File: src/rtl/sio_pkg.sv
package sio_pkg;

    typedef enum logic [2:0] {
        REG_CTRL = 3'd0,
        REG_FMT  = 3'd1,
        REG_DIV  = 3'd2,
        REG_TXD  = 3'd3,
        REG_RXD  = 3'd4,
        REG_STAT = 3'd5
    } reg_addr_e;

    localparam logic [1:0] CKS_INT_OUT = 2'b01;

    localparam int ST_TXE = 0;
    localparam int ST_RXF = 1;
    localparam int ST_PER = 2;
    localparam int ST_FER = 3;
    localparam int ST_OVR = 4;
    localparam int NFLAG  = 5;

    typedef struct packed {
        logic [1:0] clk_sel;
        logic       err_ie;
        logic       rx_ie;
        logic       tx_ie;
        logic       rx_en;
        logic       tx_en;
    } ctrl_t;

    typedef struct packed {
        logic two_stop;
        logic par_odd;
        logic par_en;
        logic len7;
    } fmt_t;

endpackage

File: src/rtl/sio_baud.sv
module sio_baud #(
    parameter int DIV_W = 8,
    parameter int OVS   = 16
) (
    input  logic             clk,
    input  logic             rst,
    input  logic [DIV_W-1:0] div,
    input  logic             ext_sel,
    input  logic             ext_clk,
    output logic             tick,
    output logic             bclk
);
    localparam int PW = $clog2(OVS);

    typedef struct packed {
        logic [DIV_W-1:0] cnt;
        logic [2:0]       sync;
        logic [PW-1:0]    phase;
    } st_t;

    st_t s_q, s_d;

    always_comb begin
        s_d      = s_q;
        s_d.sync = {s_q.sync[1:0], ext_clk};
        if (ext_sel) tick = s_q.sync[1] & ~s_q.sync[2];
        else         tick = (s_q.cnt == div);
        s_d.cnt = (ext_sel || tick) ? '0 : s_q.cnt + 1'b1;
        if (tick) s_d.phase = s_q.phase + 1'b1;
    end

    assign bclk = s_q.phase[PW-1];

    always_ff @(posedge clk) begin
        if (rst) s_q <= '0;
        else     s_q <= s_d;
    end
endmodule

File: src/rtl/sio_tx.sv
module sio_tx
    import sio_pkg::*;
#(
    parameter int OVS = 16
) (
    input  logic       clk,
    input  logic       rst,
    input  logic       en,
    input  logic       tick,
    input  fmt_t       fmt,
    input  logic [7:0] data,
    input  logic       load,
    output logic       take,
    output logic       line
);
    localparam int PW = $clog2(OVS);
    localparam int FW = 12;

    typedef struct packed {
        logic          busy;
        logic [PW-1:0] tcnt;
        logic [3:0]    left;
        logic [FW-1:0] shreg;
    } st_t;

    st_t s_q, s_d;
    logic [FW-1:0] frame;
    logic [3:0]    nbits;
    int            dlen;

    always_comb begin
        dlen     = fmt.len7 ? 7 : 8;
        frame    = '1;
        frame[0] = 1'b0;
        for (int i = 0; i < 8; i++) begin
            if (i < dlen) frame[i+1] = data[i];
        end
        if (fmt.par_en)
            frame[dlen+1] = ^(fmt.len7 ? {1'b0, data[6:0]} : data) ^ fmt.par_odd;
        nbits = 4'(1 + dlen + (fmt.par_en ? 1 : 0) + (fmt.two_stop ? 2 : 1));

        s_d  = s_q;
        take = 1'b0;
        if (!en) begin
            s_d = '0;
        end else if (!s_q.busy) begin
            if (load) begin
                take      = 1'b1;
                s_d.busy  = 1'b1;
                s_d.shreg = frame;
                s_d.left  = nbits;
                s_d.tcnt  = '0;
            end
        end else if (tick) begin
            s_d.tcnt = s_q.tcnt + 1'b1;
            if (s_q.tcnt == PW'(OVS-1)) begin
                if (s_q.left == 4'd1) s_d.busy = 1'b0;
                s_d.shreg = {1'b1, s_q.shreg[FW-1:1]};
                s_d.left  = s_q.left - 1'b1;
            end
        end
    end

    assign line = s_q.busy ? s_q.shreg[0] : 1'b1;

    always_ff @(posedge clk) begin
        if (rst) s_q <= '0;
        else     s_q <= s_d;
    end
endmodule

File: src/rtl/sio_rx.sv
module sio_rx #(
    parameter int OVS = 16
) (
    input  logic       clk,
    input  logic       rst,
    input  logic       en,
    input  logic       tick,
    input  logic       len7,
    input  logic       par_en,
    input  logic       par_odd,
    input  logic       sin,
    output logic       done,
    output logic [7:0] data,
    output logic       perr,
    output logic       ferr
);
    localparam int PW = $clog2(OVS);

    typedef enum logic [1:0] {RX_IDLE, RX_START, RX_BITS} rx_st_e;

    typedef struct packed {
        rx_st_e        st;
        logic [1:0]    sync;
        logic          prev;
        logic [PW-1:0] tcnt;
        logic [3:0]    bitn;
        logic [9:0]    shreg;
        logic          done;
        logic [7:0]    data;
        logic          perr;
        logic          ferr;
    } st_t;

    st_t s_q, s_d;
    logic       smp;
    logic [7:0] dat;
    logic [3:0] dlen;
    logic [3:0] nlast;

    always_comb begin
        s_d      = s_q;
        s_d.done = 1'b0;
        s_d.sync = en ? {s_q.sync[0], sin} : 2'b11;
        smp      = s_q.sync[1];
        dlen     = len7 ? 4'd7 : 4'd8;
        nlast    = dlen + {3'b0, par_en};
        dat      = len7 ? {1'b0, s_q.shreg[6:0]} : s_q.shreg[7:0];
        if (!en) begin
            s_d.st   = RX_IDLE;
            s_d.prev = 1'b1;
            s_d.tcnt = '0;
            s_d.bitn = '0;
        end else if (tick) begin
            case (s_q.st)
                RX_IDLE: begin
                    if (s_q.prev && !smp) begin
                        s_d.st   = RX_START;
                        s_d.tcnt = '0;
                    end
                    s_d.prev = smp;
                end
                RX_START: begin
                    if (s_q.tcnt == PW'(OVS/2-1)) begin
                        if (smp) begin
                            s_d.st   = RX_IDLE;
                            s_d.prev = 1'b1;
                        end else begin
                            s_d.st   = RX_BITS;
                            s_d.tcnt = '0;
                            s_d.bitn = '0;
                        end
                    end else begin
                        s_d.tcnt = s_q.tcnt + 1'b1;
                    end
                end
                default: begin
                    s_d.tcnt = s_q.tcnt + 1'b1;
                    if (s_q.tcnt == PW'(OVS-1)) begin
                        if (s_q.bitn == nlast) begin
                            s_d.done = 1'b1;
                            s_d.data = dat;
                            s_d.perr = par_en & (s_q.shreg[dlen] ^ (^dat) ^ par_odd);
                            s_d.ferr = ~smp;
                            s_d.st   = RX_IDLE;
                            s_d.prev = smp;
                        end else begin
                            s_d.shreg[s_q.bitn] = smp;
                            s_d.bitn = s_q.bitn + 1'b1;
                        end
                    end
                end
            endcase
        end
    end

    assign done = s_q.done;
    assign data = s_q.data;
    assign perr = s_q.perr;
    assign ferr = s_q.ferr;

    always_ff @(posedge clk) begin
        if (rst) s_q <= '{st: RX_IDLE, sync: 2'b11, prev: 1'b1, default: '0};
        else     s_q <= s_d;
    end
endmodule

File: src/rtl/sio_async_port.sv
module sio_async_port
    import sio_pkg::*;
#(
    parameter int DIV_W = 8,
    parameter int OVS   = 16
) (
    input  logic       clk,
    input  logic       rst,
    input  logic       bus_wr,
    input  logic       bus_rd,
    input  logic [2:0] bus_addr,
    input  logic [7:0] bus_wdata,
    output logic [7:0] bus_rdata,
    input  logic       ext_clk,
    input  logic       sin,
    output logic       sout,
    output logic       sout_oe,
    output logic       sclk_o,
    output logic       sclk_oe,
    output logic       irq_tx,
    output logic       irq_rx,
    output logic       irq_err
);
    typedef struct packed {
        ctrl_t            ctrl;
        fmt_t             fmt;
        logic [DIV_W-1:0] div;
        logic [7:0]       txd;
        logic [NFLAG-1:0] flags;
        logic [7:0]       rxd;
        logic [NFLAG-2:0] armed;
    } regs_t;

    regs_t r_q, r_d;

    logic tick, bclk, tx_take, tx_line;
    logic rx_done, rx_perr, rx_ferr;
    logic [7:0] rx_data;
    logic tx_en, rx_en;
    logic [NFLAG-1:0] flags;
    logic [7:0] rxd_val;

    assign tx_en   = r_q.ctrl.tx_en;
    assign rx_en   = r_q.ctrl.rx_en;
    assign flags   = r_q.flags;
    assign rxd_val = r_q.rxd;

    sio_baud #(.DIV_W(DIV_W), .OVS(OVS)) i_baud (
        .clk(clk), .rst(rst), .div(r_q.div), .ext_sel(r_q.ctrl.clk_sel[1]),
        .ext_clk(ext_clk), .tick(tick), .bclk(bclk)
    );

    sio_tx #(.OVS(OVS)) i_tx (
        .clk(clk), .rst(rst), .en(tx_en), .tick(tick), .fmt(r_q.fmt),
        .data(r_q.txd), .load(~r_q.flags[ST_TXE]), .take(tx_take), .line(tx_line)
    );

    sio_rx #(.OVS(OVS)) i_rx (
        .clk(clk), .rst(rst), .en(rx_en), .tick(tick), .len7(r_q.fmt.len7),
        .par_en(r_q.fmt.par_en), .par_odd(r_q.fmt.par_odd), .sin(sin),
        .done(rx_done), .data(rx_data), .perr(rx_perr), .ferr(rx_ferr)
    );

    always_comb begin
        case (reg_addr_e'(bus_addr))
            REG_CTRL: bus_rdata = 8'(r_q.ctrl);
            REG_FMT:  bus_rdata = 8'(r_q.fmt);
            REG_DIV:  bus_rdata = 8'(r_q.div);
            REG_TXD:  bus_rdata = r_q.txd;
            REG_RXD:  bus_rdata = r_q.rxd;
            REG_STAT: bus_rdata = 8'(r_q.flags);
            default:  bus_rdata = 8'h00;
        endcase
    end

    always_comb begin
        r_d = r_q;
        if (tx_take) r_d.flags[ST_TXE] = 1'b1;
        if (bus_rd && bus_addr == REG_STAT)
            r_d.armed = r_q.armed | r_q.flags[NFLAG-1:1];
        if (bus_wr) begin
            case (reg_addr_e'(bus_addr))
                REG_CTRL: r_d.ctrl = ctrl_t'(bus_wdata[6:0]);
                REG_FMT:  r_d.fmt  = fmt_t'(bus_wdata[3:0]);
                REG_DIV:  r_d.div  = DIV_W'(bus_wdata);
                REG_TXD: begin
                    if (tx_en) begin
                        r_d.txd            = bus_wdata;
                        r_d.flags[ST_TXE] = 1'b0;
                    end
                end
                REG_STAT: begin
                    for (int i = 1; i < NFLAG; i++) begin
                        if (r_q.armed[i-1] && !bus_wdata[i]) begin
                            r_d.flags[i]   = 1'b0;
                            r_d.armed[i-1] = 1'b0;
                        end
                    end
                end
                default: ;
            endcase
        end
        if (rx_done) begin
            if (r_q.flags[ST_RXF]) begin
                r_d.flags[ST_OVR] = 1'b1;
            end else begin
                r_d.rxd           = rx_data;
                r_d.flags[ST_RXF] = 1'b1;
                if (rx_perr) r_d.flags[ST_PER] = 1'b1;
                if (rx_ferr) r_d.flags[ST_FER] = 1'b1;
            end
        end
        if (!tx_en) r_d.flags[ST_TXE] = 1'b1;
    end

    assign sout    = tx_en ? tx_line : 1'b1;
    assign sout_oe = tx_en;
    assign sclk_oe = (r_q.ctrl.clk_sel == CKS_INT_OUT);
    assign sclk_o  = bclk;
    assign irq_tx  = r_q.ctrl.tx_ie & r_q.flags[ST_TXE];
    assign irq_rx  = r_q.ctrl.rx_ie & r_q.flags[ST_RXF];
    assign irq_err = r_q.ctrl.err_ie & (|r_q.flags[ST_OVR:ST_PER]);

    always_ff @(posedge clk) begin
        if (rst) r_q <= '{flags: NFLAG'(1) << ST_TXE, default: '0};
        else     r_q <= r_d;
    end
endmodule

File: config.mk
export PLATFORM = sky130hd
export DESIGN_NAME = sio_async_port
export DESIGN_NICKNAME = d
export VERILOG_FILES = /design/src/rtl/sio_pkg.sv /design/src/rtl/sio_baud.sv /design/src/rtl/sio_tx.sv /design/src/rtl/sio_rx.sv /design/src/rtl/sio_async_port.sv
export SDC_FILE = /design/constraint.sdc
export NUM_CORES = 1
export LEC_CHECK = 0
export BUFFER_PORTS_ARGS = -buffer_cell sky130_fd_sc_hd__buf_2
export CAP_MARGIN = 20
export CORE_MARGIN = 2
export CORE_UTILIZATION = 35
export CTS_CLUSTER_DIAMETER = 60
export CTS_CLUSTER_SIZE = 28
export DETAILED_ROUTE_END_ITERATION = 16
export SETUP_SLACK_MARGIN = 0.1
export SYNTH_ARGS = -nofsm -noshare
export SYNTH_HDL_FRONTEND = slang
export SYNTH_SLANG_ARGS = --single-unit
export TNS_END_PERCENT = 5
File: constraint.sdc
create_clock -name clk -period 2.03 [get_ports clk]
set_clock_uncertainty 0.15 [all_clocks]
set_input_delay 0.203 -clock clk [delete_from_list [all_inputs] [get_ports clk]]
set_output_delay 0.203 -clock clk [all_outputs]
set_load 0.01 [all_outputs]
==> reports/results.tsv, run 1 <==
stage	metric	value	unit
routing	total wire length	15080	um
setup_path	Data arrival, critical path	2.29	ns
power_and_ir_drop	internal power	4.339	mW
timing	setup violators final	11	
synth	Gate Count Post-Synth	646	
routing	residual DRC count	0	
placement	Placed Area	6352	sq um
clock_network	Skew-Pair Late Insertion Delay	0.42	ns
die	CORE AREA	15660	sq um
timing	period utilization	1.036	
timing	setup slack after layout	-0.07365	ns
synth	syn nets	677	
synth	Async S/R FF share, synth	0	
clock_network	Sink Count	113	
synth	Netlist Area Pre-Place	5545	sq um
routing	vias per cell	5.183	
routing	Initial DRC Count	437	
final_layout	Nets	765	
placement	Port-buffer cells	31	
final_layout	share of layout cells above drive strength 1	0.2473	
placement	GP Congestion	0.8858	
routing	DRT Pass-1 Iters	6	
global_route	gr ovfl total	0	
clock_network	CTS max path bufs	2	
synth	Yosys Warn Count	0	
final_layout	design area	7203	sq um
die	Initial Util	0.3542	
clock_network	root buffer cell	clkbuf_16	
timing	Final TNS setup	-0.4434	ns
synth	Synth Register Bits	113	
placement	DPL Wire Length	10530	um
setup_path	critical path type	flip-flop to flip-flop	
final_layout	commonest non-fill, non-tap cell in the layout	dfxtp_1	
setup_path	CP Capture Type	flip-flop	
power_and_ir_drop	power per cell area	790.2	nW/um^2
timing	Final Hold Fails	0	
power_and_ir_drop	NetSw	1.353	mW
synth	ys flop type	dfxtp_1	
global_route	vias in the first global route	5000	
flow_run	max-cap violations	0	
clock_network	CTS tree	done	
placement	setup slack after placement	-0.07886	ns
setup_path	critical-path maximum fanout	8	
clock_network	CTS buffer count	17	
routing	via count	4976	
timing	Fmax	475.4	MHz
die	row count	46	
global_route	largest net degree at the start of global routing	43	
setup_path	Worst setup SP type	flip-flop	
synth	Post-synth EDFFs	0	
die	die area	16870	sq um
outcome	status	finished, violations left	
power_and_ir_drop	Gate power share	0.096	
die	DIE HEIGHT	129.9	um
final_layout	area occupied by multi-input gates	3204	sq um
final_layout	most frequent cells in the layout	dfxtp_1, nor2_1, buf_4	
clock_network	H-Tree Depth	4	
final_layout	P&R area growth vs syn	29.90	%
global_route	gr usage total	0.1884	
timing	max-slew violations	0	
synth	Distinct cells, synth	59	
final_layout	Register Area	2282	sq um
routing	Routed Antenna Nets	0	
power_and_ir_drop	clock share of power	0.503	
power_and_ir_drop	sw frac	0.2376	
global_route	global-route wire length before repair	24810	um
timing	Final min period	2.104	ns
timing	Rel. slew slack	0.6462	
setup_path	critical path data required time	2.22	ns
die	Die Wd	129.9	um
final_layout	fillers	1514	
power_and_ir_drop	Static Leak	2.675	nW
power_and_ir_drop	Seq pwr share	0.401	
die	# IOs	32	
timing	Worst-Margin Slew	0.5307	ns
min_path	Hold Path Class	input port to flip-flop	
power_and_ir_drop	worst vdd ir	0.0006353	V
timing	unrepaired setup endpoints after global routing	true	
routing	drt wl/cell	15.71	um
synth	syn avg cell area	8.584	sq um
final_layout	# diodes	0	
global_route	initial antenna violation count	0	
final_layout	post-layout util	0.4601	
synth	Seq/Total Area, Yosys	0.4079	
clock_network	clock-pin slew on the worst setup and hold paths	0.05	ns
outcome	failing checks	setup timing	
timing	Fin Hold WS	0.04321	ns
-- repair_timing --
item	in CTS	in global routing
buffers inserted	4	1
hold endpoints to repair	19	0
resized for setup	32	10
pin swaps	24	6
hold buffers	10	0
endpoints found under the setup margin	49	53
-- final cells by class --
cell class | instances | area share
Tap cell | 216 | 0.03752
Clock buffer | 24 | 0.07104
Sequential cell | 113 | 0.3168
Inverter | 17 | 0.008859
Clock inverter | 5 | 0.007295
Timing Repair Buffer | 108 | 0.1136
Multi-Input combinational cell | 477 | 0.4448
-- worst max-delay path: stages (launching register included) --
cell and delay [ns]:
dfxtp_2 0.33, xnor2_2 0.16, nand4_2 0.15, o31a_1 0.41, buf_12 0.18, or4_1 0.47
a21oi_1 0.17
-- metal layers --
layer  global-route usage  part of all wire  vias up
li1                     -                 -     2472
met4              0.06894             0.015        0
met2               0.3138              0.49       83
met1               0.2403              0.46     2397
met5                    0                 0        -
met3              0.04100             0.035       24
-- through the flow --
step           power, mW  cells
2_1_floorplan      2.581    646
3_3_place_gp       2.760    916
3_5_place_dp       2.778    916
4_1_cts            5.713    959
5_1_grt            5.875    960
6_report           5.692    960
-- cell usage after synthesis, drive strengths merged (4+ instances only) --
cell | instances | area share
nand4 | 5 | 0.0068
a211oi | 5 | 0.0068
nor3 | 9 | 0.0081
nand4b | 5 | 0.0079
or2 | 4 | 0.0045
inv | 17 | 0.012
a31oi | 10 | 0.011
or3 | 6 | 0.0068
a21oi | 55 | 0.050
buf | 5 | 0.0041
xnor2 | 28 | 0.044
or4 | 10 | 0.014
nand2b | 21 | 0.024
nor2 | 62 | 0.042
o31a | 4 | 0.0063
a22oi | 8 | 0.011
and2 | 5 | 0.0056
nand2 | 54 | 0.037
mux2i | 35 | 0.063
nor2b | 11 | 0.012
clkbuf | 34 | 0.023
nand3 | 30 | 0.027
o221a | 5 | 0.010
nand3b | 6 | 0.0081
o31ai | 9 | 0.013
dfxtp | 113 | 0.41
o21ai | 29 | 0.026
and3 | 6 | 0.0068
ha | 13 | 0.029
-- path summary, 6_finish.rpt --
kind         slack [ns]            from  depth (start not counted)            end
max reg2reg       -0.07  i_baud.s_q[11]                          6   i_rx.s_q[33]
max               -0.07  i_baud.s_q[11]                          6   i_rx.s_q[33]
min reg2reg        0.26    i_rx.s_q[30]                          1   i_rx.s_q[31]
min                0.04             rst                          2  i_baud.s_d[6]
-- power groups by stage --
stage          registers (mW)  logic (mW)  clock network (mW)
3_5_place_dp             2.33       0.452                   0
6_report                 2.28       0.545                2.86
4_1_cts                  2.28       0.532                2.90
2_1_floorplan            2.32       0.261                   0
5_1_grt                  2.29       0.592                3.00
3_3_place_gp             2.32       0.438                   0
-- kinds of logic after synthesis --
kind of cell,after synthesis,share of synthesized area
muxes,36,0.06521
xor gates and xnor gates,33,0.05731
DFF,113,0.4079
and+or+nand+nor,244,0.2256
adders and majority gates,14,0.03294
buffers and inverters,56,0.03858
AOI/OAI and AO/OA,150,0.1724
-- sequential cells by signal (all words and copies together), names as in the netlist, named ones only --
signal and flops:
r_q 29, i_tx.s_q 21, i_rx.s_q 13, i_baud.s_q 12, i_rx.data 8, rxd_val 8, flags 5, i_baud.s_d 2
i_baud.bclk 1, i_rx.done 1, i_rx.ferr 1, i_rx.perr 1, rx_en 1, sout_oe 1
Note: power is estimated with default switching activity, not from simulation.
==> run 2: changes to the inputs <==
--- a/config.mk
+++ b/config.mk
@@ -12,6 +12,7 @@
 export CTS_CLUSTER_DIAMETER = 60
 export CTS_CLUSTER_SIZE = 28
 export DETAILED_ROUTE_END_ITERATION = 16
+export PLACE_DENSITY = 0.58
 export SETUP_SLACK_MARGIN = 0.1
 export SYNTH_ARGS = -nofsm -noshare
 export SYNTH_HDL_FRONTEND = slang
==> run 2 against run 1 <==
The run still ends with setup timing left. Clock power up 17%. Sequential share of layout area is 0.65 points lower. Non-clock buffer count stayed put. Utilization up 1.0 points. Largest power group unchanged. Final cell count grew 0.31%. Worst hold slack improved by 0.11 ns. Register-to-register slack got worse by 0.05 ns. Via count grew 1.6%. Setup slack worse by 0.045 ns.
==> reports/results.tsv, run 2 (same netlist as run 1, synthesis figures left out) <==
stage	metric	value	unit	change
final_layout	# diodes	0		unchanged
placement	GP Congestion	0.8671		-2.1%
die	row count	46		unchanged
setup_path	critical path depth	6		unchanged
setup_path	WP buf/inv	1		unchanged
routing	drt wl/cell	15.55	um	-1.0%
final_layout	design area	7362	sq um	+2.2%
timing	period utilization	1.059		+0.02235
die	# IOs	32		unchanged
outcome	status	finished, violations left		
routing	DRT Pass-1 Iters	5		-1
clock_network	root buffer cell	clkbuf_16		
die	Initial Util	0.3542		unchanged
setup_path	Data arrival, critical path	2.29	ns	about the same
setup_path	worst reg2reg startpoint	i_baud.s_q[13]		
final_layout	Nets	765		unchanged
final_layout	largest registers	r_q: 29 flops, i_tx.s_q: 21 flops, i_rx.s_q: 13 flops		
placement	DPL Wire Length	10320	um	-2.0%
min_path	WHS Path Cells	4		+2
final_layout	commonest non-fill, non-tap cell in the layout	dfxtp_1		
setup_path	CP Capture Type	flip-flop		
routing	via count	5055		+1.6%
final_layout	most frequent cells in the layout	dfxtp_1, nor2_1, buf_4		
final_layout	Most flops, register	r_q		
placement	Port-buffer cells	31		unchanged
global_route	gr ovfl total	0		unchanged
setup_path	critical path data required time	2.17	ns	-0.05 ns
final_layout	share of layout cells above drive strength 1	0.2637		+0.01641
setup_path	worst-case reg-to-reg path depth	6		unchanged
setup_path	Worst path slowest cell	or4_4		
setup_path	critical-path maximum fanout	8		unchanged
routing	Routed Antenna Nets	0		unchanged
timing	unrepaired setup endpoints after global routing	true		
setup_path	Largest delay share family, worst path	simple AND/OR/NAND/NOR gates		
flow_run	max-cap violations	0		unchanged
setup_path	Worst setup SP type	flip-flop		
setup_path	Worst Setup SP	i_baud.s_q[13]		
placement	Cells after DPL	917		+0.11%
setup_path	Crit path largest cell delay	0.51	ns	+0.04 ns
final_layout	max reg flops	29		unchanged
clock_network	CTS max path bufs	2		unchanged
timing	Final Hold Fails	0		unchanged
timing	Rel. slew slack	0.5638		-0.08243
final_layout	P&R area growth vs syn	32.76	%	
routing	total wire length	14980	um	-0.70%
routing	residual DRC count	0		unchanged
outcome	failing checks	setup timing		
setup_path	cells along the critical path	xnor2_2 -> nand4_2 -> o31a_1 -> buf_12 -> or4_4 -> mux2i_1		
global_route	global-route wire length before repair	23570	um	-5.0%
timing	max-slew violations	0		unchanged
clock_network	Sink Count	113		unchanged
global_route	initial antenna violation count	0		unchanged
power_and_ir_drop	worst vdd ir	0.0006693	V	+5.4%
global_route	gr usage total	0.1790		-0.009339
final_layout	Non-Filler Instances	963		+0.31%
clock_network	clock-pin slew on the worst setup and hold paths	0.06	ns	about the same
routing	Initial DRC Count	391		-11%
timing	setup violators final	12		+1
clock_network	CTS buffer count	17		unchanged
min_path	worst hold start	bus_wr		
global_route	largest net degree at the start of global routing	70		+63%
power_and_ir_drop	power per cell area	844.6	nW/um^2	+6.9%
global_route	vias in the first global route	4747		-5.1%
die	Die Wd	129.9	um	unchanged
die	CORE AREA	15660	sq um	unchanged
power_and_ir_drop	Static Leak	2.737	nW	+2.3%
min_path	Hold Path Class	input port to flip-flop		
clock_network	H-Tree Depth	4		unchanged
timing	setup slack after layout	-0.1190	ns	-0.04538 ns
timing	Worst-Margin Slew	0.6543	ns	+0.1237 ns
die	die area	16870	sq um	unchanged
placement	Placed Area	6347	sq um	about the same
timing	Final TNS setup	-0.8532	ns	-0.4098 ns
setup_path	critical path type	flip-flop to flip-flop		
timing	Final min period	2.149	ns	+0.04538 ns
timing	Fmax	465.3	MHz	-2.1%
routing	vias per cell	5.249		+1.3%
clock_network	Skew-Pair Late Insertion Delay	0.42	ns	about the same
die	DIE HEIGHT	129.9	um	unchanged
clock_network	CTS tree	done		
## run 2: cell types whose count changed in the layout (fill, tap and decap cells not counted), moves of 4 or more
| cell | delta |
|---|---|
| nand3_1 | -4 |
| xnor2_2 | +4 |
| xnor2_1 | -4 |
| nand3_2 | +4 |
| bufinv_16 | +4 |
## run 2: final timing paths
kind | slack (ns) | end
worst max-delay path | -0.12 | flip-flop
worst min-delay path | 0.15 | r_q[1]
worst max register to register | -0.12 | flip-flop
worst min register to register | 0.26 | i_rx.s_q[31]
## run 2: routing by layer
metal | up-vias | share of wire | global-route usage
met2 | 101 | 0.49 | 0.2877
li1 | 2478 | - | -
met3 | 24 | 0.036 | 0.04510
met5 | - | 0 | 0
met1 | 2452 | 0.46 | 0.2348
met4 | 0 | 0.016 | 0.06199
## run 2: cell type report
| class | count | area (sq um) |
|---|---|---|
| clock inverter | 12 | 203.9 |
| sequential | 113 | 2285 |
| timing repair buffer | 108 | 818.3 |
| tap | 216 | 270.3 |
| multi-input combinational | 477 | 3254 |
| fill | 1522 | 8293 |
| clock buffer | 20 | 466.7 |
| inverter | 17 | 63.81 |
## run 2: timing repair
| item | 4_1_cts | 5_1_grt |
|---|---|---|
| hold buffers | 12 | 0 |
| hold endpoints to repair | 22 | 0 |
| resized for setup | 30 | 25 |
| endpoints found under the setup margin | 52 | 56 |
| setup buffers | 2 | 0 |
| pin swaps | 21 | 14 |
## run 2: worst register-to-register path, stage by stage, from the launching register on
cell,delay [ns]
dfxtp_1,0.40
xnor2_2,0.14
nand4_2,0.14
o31a_1,0.37
buf_12,0.18
or4_4,0.51
mux2i_1,0.13
## run 2: where the power goes
part | total (mW) | switching [mW] | internal (mW)
sequential | 2.28 | 0.0323 | 2.25
clock | 3.36 | 1.08 | 2.28
combinational | 0.572 | 0.316 | 0.255
total | 6.22 | 1.43 | 4.79
## run 2: stage by stage
| step | power [mW] | hold WS [ns] | utilization | setup WS, ns |
|---|---|---|---|---|
| 2_1_floorplan | 2.581 | 0.1596 | - | -0.006913 |
| 3_3_place_gp | 2.759 | 0.2476 | 0.4055 | -0.04947 |
| 3_5_place_dp | 2.774 | 0.2512 | 0.4055 | -0.1165 |
| 4_1_cts | 6.210 | 0.1544 | 0.4628 | -0.08615 |
| 5_1_grt | 6.428 | 0.1751 | 0.4703 | -0.1940 |
| 6_report | 6.218 | 0.1488 | 0.4703 | -0.1190 |
==> run 3: changes to the inputs <==
--- a/config.mk
+++ b/config.mk
@@ -12,9 +12,10 @@
 export CTS_CLUSTER_DIAMETER = 60
 export CTS_CLUSTER_SIZE = 28
 export DETAILED_ROUTE_END_ITERATION = 16
-export PLACE_DENSITY = 0.58
+export PLACE_DENSITY = 0.57
 export SETUP_SLACK_MARGIN = 0.1
 export SYNTH_ARGS = -nofsm -noshare
 export SYNTH_HDL_FRONTEND = slang
+export SYNTH_HIERARCHICAL = 1
 export SYNTH_SLANG_ARGS = --single-unit
 export TNS_END_PERCENT = 5
==> run 3 against run 2 <==
The run still ends with setup timing left. Fmax down 2.5%. Utilization is 1.6 points lower. Global-route usage is 0.62 points lower. Combinational power down 20%. Critical path type unchanged.
==> reports/results.tsv, run 3 <==
stage	metric	value	unit	change
timing	Rel. slew slack	0.6198		+0.05601
clock_network	clock-pin slew on the worst setup and hold paths	0.05	ns	about the same
timing	setup violators final	36		+24
clock_network	Sink Count	113		unchanged
power_and_ir_drop	sw frac	0.2363		+0.005978
setup_path	Worst Setup SP	i_baud/s_q[14]		
clock_network	H-Tree Depth	4		unchanged
setup_path	worst-case reg-to-reg path depth	8		+2
synth	Post-synth EDFFs	0		unchanged
timing	Fin Hold WS	0.006187	ns	-0.1426 ns
setup_path	WP buf/inv	2		+1
power_and_ir_drop	Seq pwr share	0.408		+0.041
routing	drt wl/cell	15.17	um	-2.5%
final_layout	Nets	774		+1.2%
clock_network	root buffer cell	clkbuf_16		
die	die area	17820	sq um	+5.7%
final_layout	# diodes	0		unchanged
min_path	Hold Path Class	input port to flip-flop		
synth	ys flop type	dfxtp_1		
placement	Port-buffer cells	31		unchanged
timing	Fmax	453.6	MHz	-2.5%
setup_path	Data arrival, critical path	2.40	ns	+0.11 ns
setup_path	Largest delay share family, worst path	simple AND/OR/NAND/NOR gates		
flow_run	max-cap violations	0		unchanged
die	DIE HEIGHT	133.5	um	+2.8%
routing	vias per cell	5.130		-2.3%
power_and_ir_drop	clock share of power	0.510		-0.031
timing	Final min period	2.204	ns	+0.05544 ns
outcome	failing checks	setup timing		
die	row count	47		+2.2%
timing	max-slew violations	0		unchanged
power_and_ir_drop	internal power	4.278	mW	-11%
final_layout	largest registers	r_q: 29 flops, i_tx/s_q: 21 flops, i_rx/s_q: 13 flops		
outcome	status	finished, violations left		
setup_path	worst reg2reg startpoint	i_baud/s_q[14]		
synth	Yosys Warn Count	6		+6
clock_network	CTS tree	done		
routing	residual DRC count	0		unchanged
setup_path	CP Capture Type	flip-flop		
power_and_ir_drop	Static Leak	2.763	nW	+0.95%
placement	GP Congestion	0.8195		-5.5%
power_and_ir_drop	Gate power share	0.082		-0.010
global_route	vias in the first global route	4964		+4.6%
routing	via count	5007		-0.95%
clock_network	CTS max path bufs	2		unchanged
final_layout	most frequent cells in the layout	dfxtp_1, nand2_1, buf_4		
timing	Final TNS setup	-3.741	ns	-2.888 ns
timing	Final Hold Fails	0		unchanged
final_layout	fillers	1585		+4.1%
synth	top cells by area, synth	dfxtp_1, mux2i_1, a21oi_1		
final_layout	Register Area	2286	sq um	about the same
placement	DPL Wire Length	10550	um	+2.3%
power_and_ir_drop	worst vdd ir	0.0006030	V	-9.9%
routing	Routed Antenna Nets	0		unchanged
setup_path	Critical R2R Capture	i_rx/s_q[24]		
setup_path	cells along the critical path	xnor2_1 -> nand4_1 -> o31ai_4 -> buf_6 -> buf_4 -> nand2_1 -> or4_1 -> a21oi_1		
final_layout	area occupied by multi-input gates	3490	sq um	+7.2%
die	# IOs	32		unchanged
synth	Seq/Total Area, Yosys	0.3853		-0.02261
setup_path	Worst path slowest cell	or4_1		
synth	Distinct cells, synth	70		+19%
synth	Netlist Area Pre-Place	5871	sq um	+5.9%
global_route	global-route wire length before repair	24480	um	+3.9%
final_layout	P&R area growth vs syn	27.39	%	
final_layout	Most flops, register	r_q		
synth	Gate Count Post-Synth	659		+2.0%
synth	area share of the largest cell type after synthesis	0.3853		-0.02261
power_and_ir_drop	power per cell area	749.2	nW/um^2	-11%
synth	dominant cell type by area after synthesis	dfxtp_1		
setup_path	critical path depth	8		+2
setup_path	Crit path largest cell delay	0.40	ns	-0.11 ns
setup_path	Worst setup SP type	flip-flop		
global_route	initial antenna violation count	0		unchanged
timing	setup slack after layout	-0.1745	ns	-0.05544 ns
routing	DRT Pass-1 Iters	4		-1
final_layout	max reg flops	29		unchanged
final_layout	share of layout cells above drive strength 1	0.2884		+0.02464
final_layout	commonest non-fill, non-tap cell in the layout	dfxtp_1		
synth	top-count cell post-synth	dfxtp_1		
setup_path	critical-path maximum fanout	13		+5
synth	Async S/R FF share, synth	0		unchanged
routing	total wire length	14810	um	-1.1%
routing	Initial DRC Count	323		-17%
setup_path	Register-to-Register Setup Slack	-0.17	ns	-0.06 ns
die	Initial Util	0.3565		+0.002315
die	Die Wd	133.5	um	+2.8%
synth	syn nets	690		+1.9%
global_route	largest net degree at the start of global routing	46		-34%
setup_path	Critical Path Sink	i_rx/s_q[24]		
clock_network	Skew-Pair Late Insertion Delay	0.42	ns	about the same
timing	unrepaired setup endpoints after global routing	true		
global_route	gr ovfl total	0		unchanged
setup_path	critical path data required time	2.22	ns	+0.05 ns
timing	period utilization	1.086		+0.02731
power_and_ir_drop	NetSw	1.324	mW	-7.6%
global_route	gr usage total	0.1728		-0.006185
setup_path	critical path type	flip-flop to flip-flop		
timing	Worst-Margin Slew	0.5703	ns	-0.08401 ns
synth	syn avg cell area	8.908	sq um	+3.8%
clock_network	CTS buffer count	17		unchanged
synth	Synth Register Bits	113		unchanged
synth	top cells by count, synth	dfxtp_1, nand2_1, nor2_1		
die	CORE AREA	16470	sq um	+5.2%
==> run 3: logic make-up after synthesis <==
family	after synthesis	synth area share
mux	45	0.07800
xor+xnor	33	0.05392
simple gates	270	0.2498
fa+ha+maj	14	0.03112
flops	113	0.3853
compound gates	127	0.1447
buf+inv	57	0.05712
==> run 3: area by class of cell <==
class	instances	area share
multi-input combinational	489	0.4666
inverter	15	0.007529
clock buffer	20	0.05973
timing repair buffer	107	0.1081
tap	220	0.03681
sequential	113	0.3057
clock inverter	12	0.01556
==> run 3: worst min-delay path by stage <==
stage,cells past startpoint,slack [ns],to,startpoint
2_1_floorplan,1,0.15,i_rx/s_q[30],sin
3_3_place_gp,2,0.24,i_rx/s_q[30],sin
3_5_place_dp,2,0.24,i_rx/s_q[30],sin
4_1_cts,3,0.008,r_q[18],bus_wdata[1]
5_1_grt,3,0.008,r_q[18],bus_wdata[1]
6_report,3,0.006,r_q[18],bus_wdata[1]
==> run 3: what timing repair did <==
| action | 4_1_cts | 5_1_grt |
|---|---|---|
| endpoints found under the setup margin | 56 | 59 |
| hold buffers | 9 | 0 |
| endpoints found under the hold margin | 21 | 0 |
| gates resized for setup | 27 | 24 |
| buffers inserted | 3 | 0 |
| pin swaps | 19 | 10 |
==> run 3: stage by stage <==
step                setup slack, ns  utilization  instance area (sq um)  total power, mW  instances
global placement            -0.2312       0.4021                   6620            2.737        932
finish                      -0.1745       0.4542                   7478            5.603        976
floorplan                   -0.1916            -                   5971            2.587        659
CTS                         -0.1886       0.4488                   7390            5.641        976
global route                -0.3655       0.4542                   7478            5.791        976
detailed placement          -0.2726       0.4021                   6620            2.746        932
==> run 3: worst min-delay path: stages <==
cell      delay [ns]
buf_2           0.16
nand2b_1        0.09
mux2i_1         0.06
==> run 3: metal layers <==
metal,vias up,part of all wire,track usage
met2,91,0.49,0.2918
met1,2396,0.46,0.2160
met4,0,0.015,0.05969
met5,-,0,0
li1,2501,-,-
met3,19,0.033,0.04186
==> run 3: power groups by stage <==
stage          logic, mW  registers (mW)  clock network (mW)
3_3_place_gp       0.406            2.33                   0
3_5_place_dp       0.415            2.33                   0
5_1_grt            0.494            2.29                3.01
2_1_floorplan      0.259            2.33                   0
4_1_cts            0.449            2.28                2.91
6_report           0.459            2.29                2.86
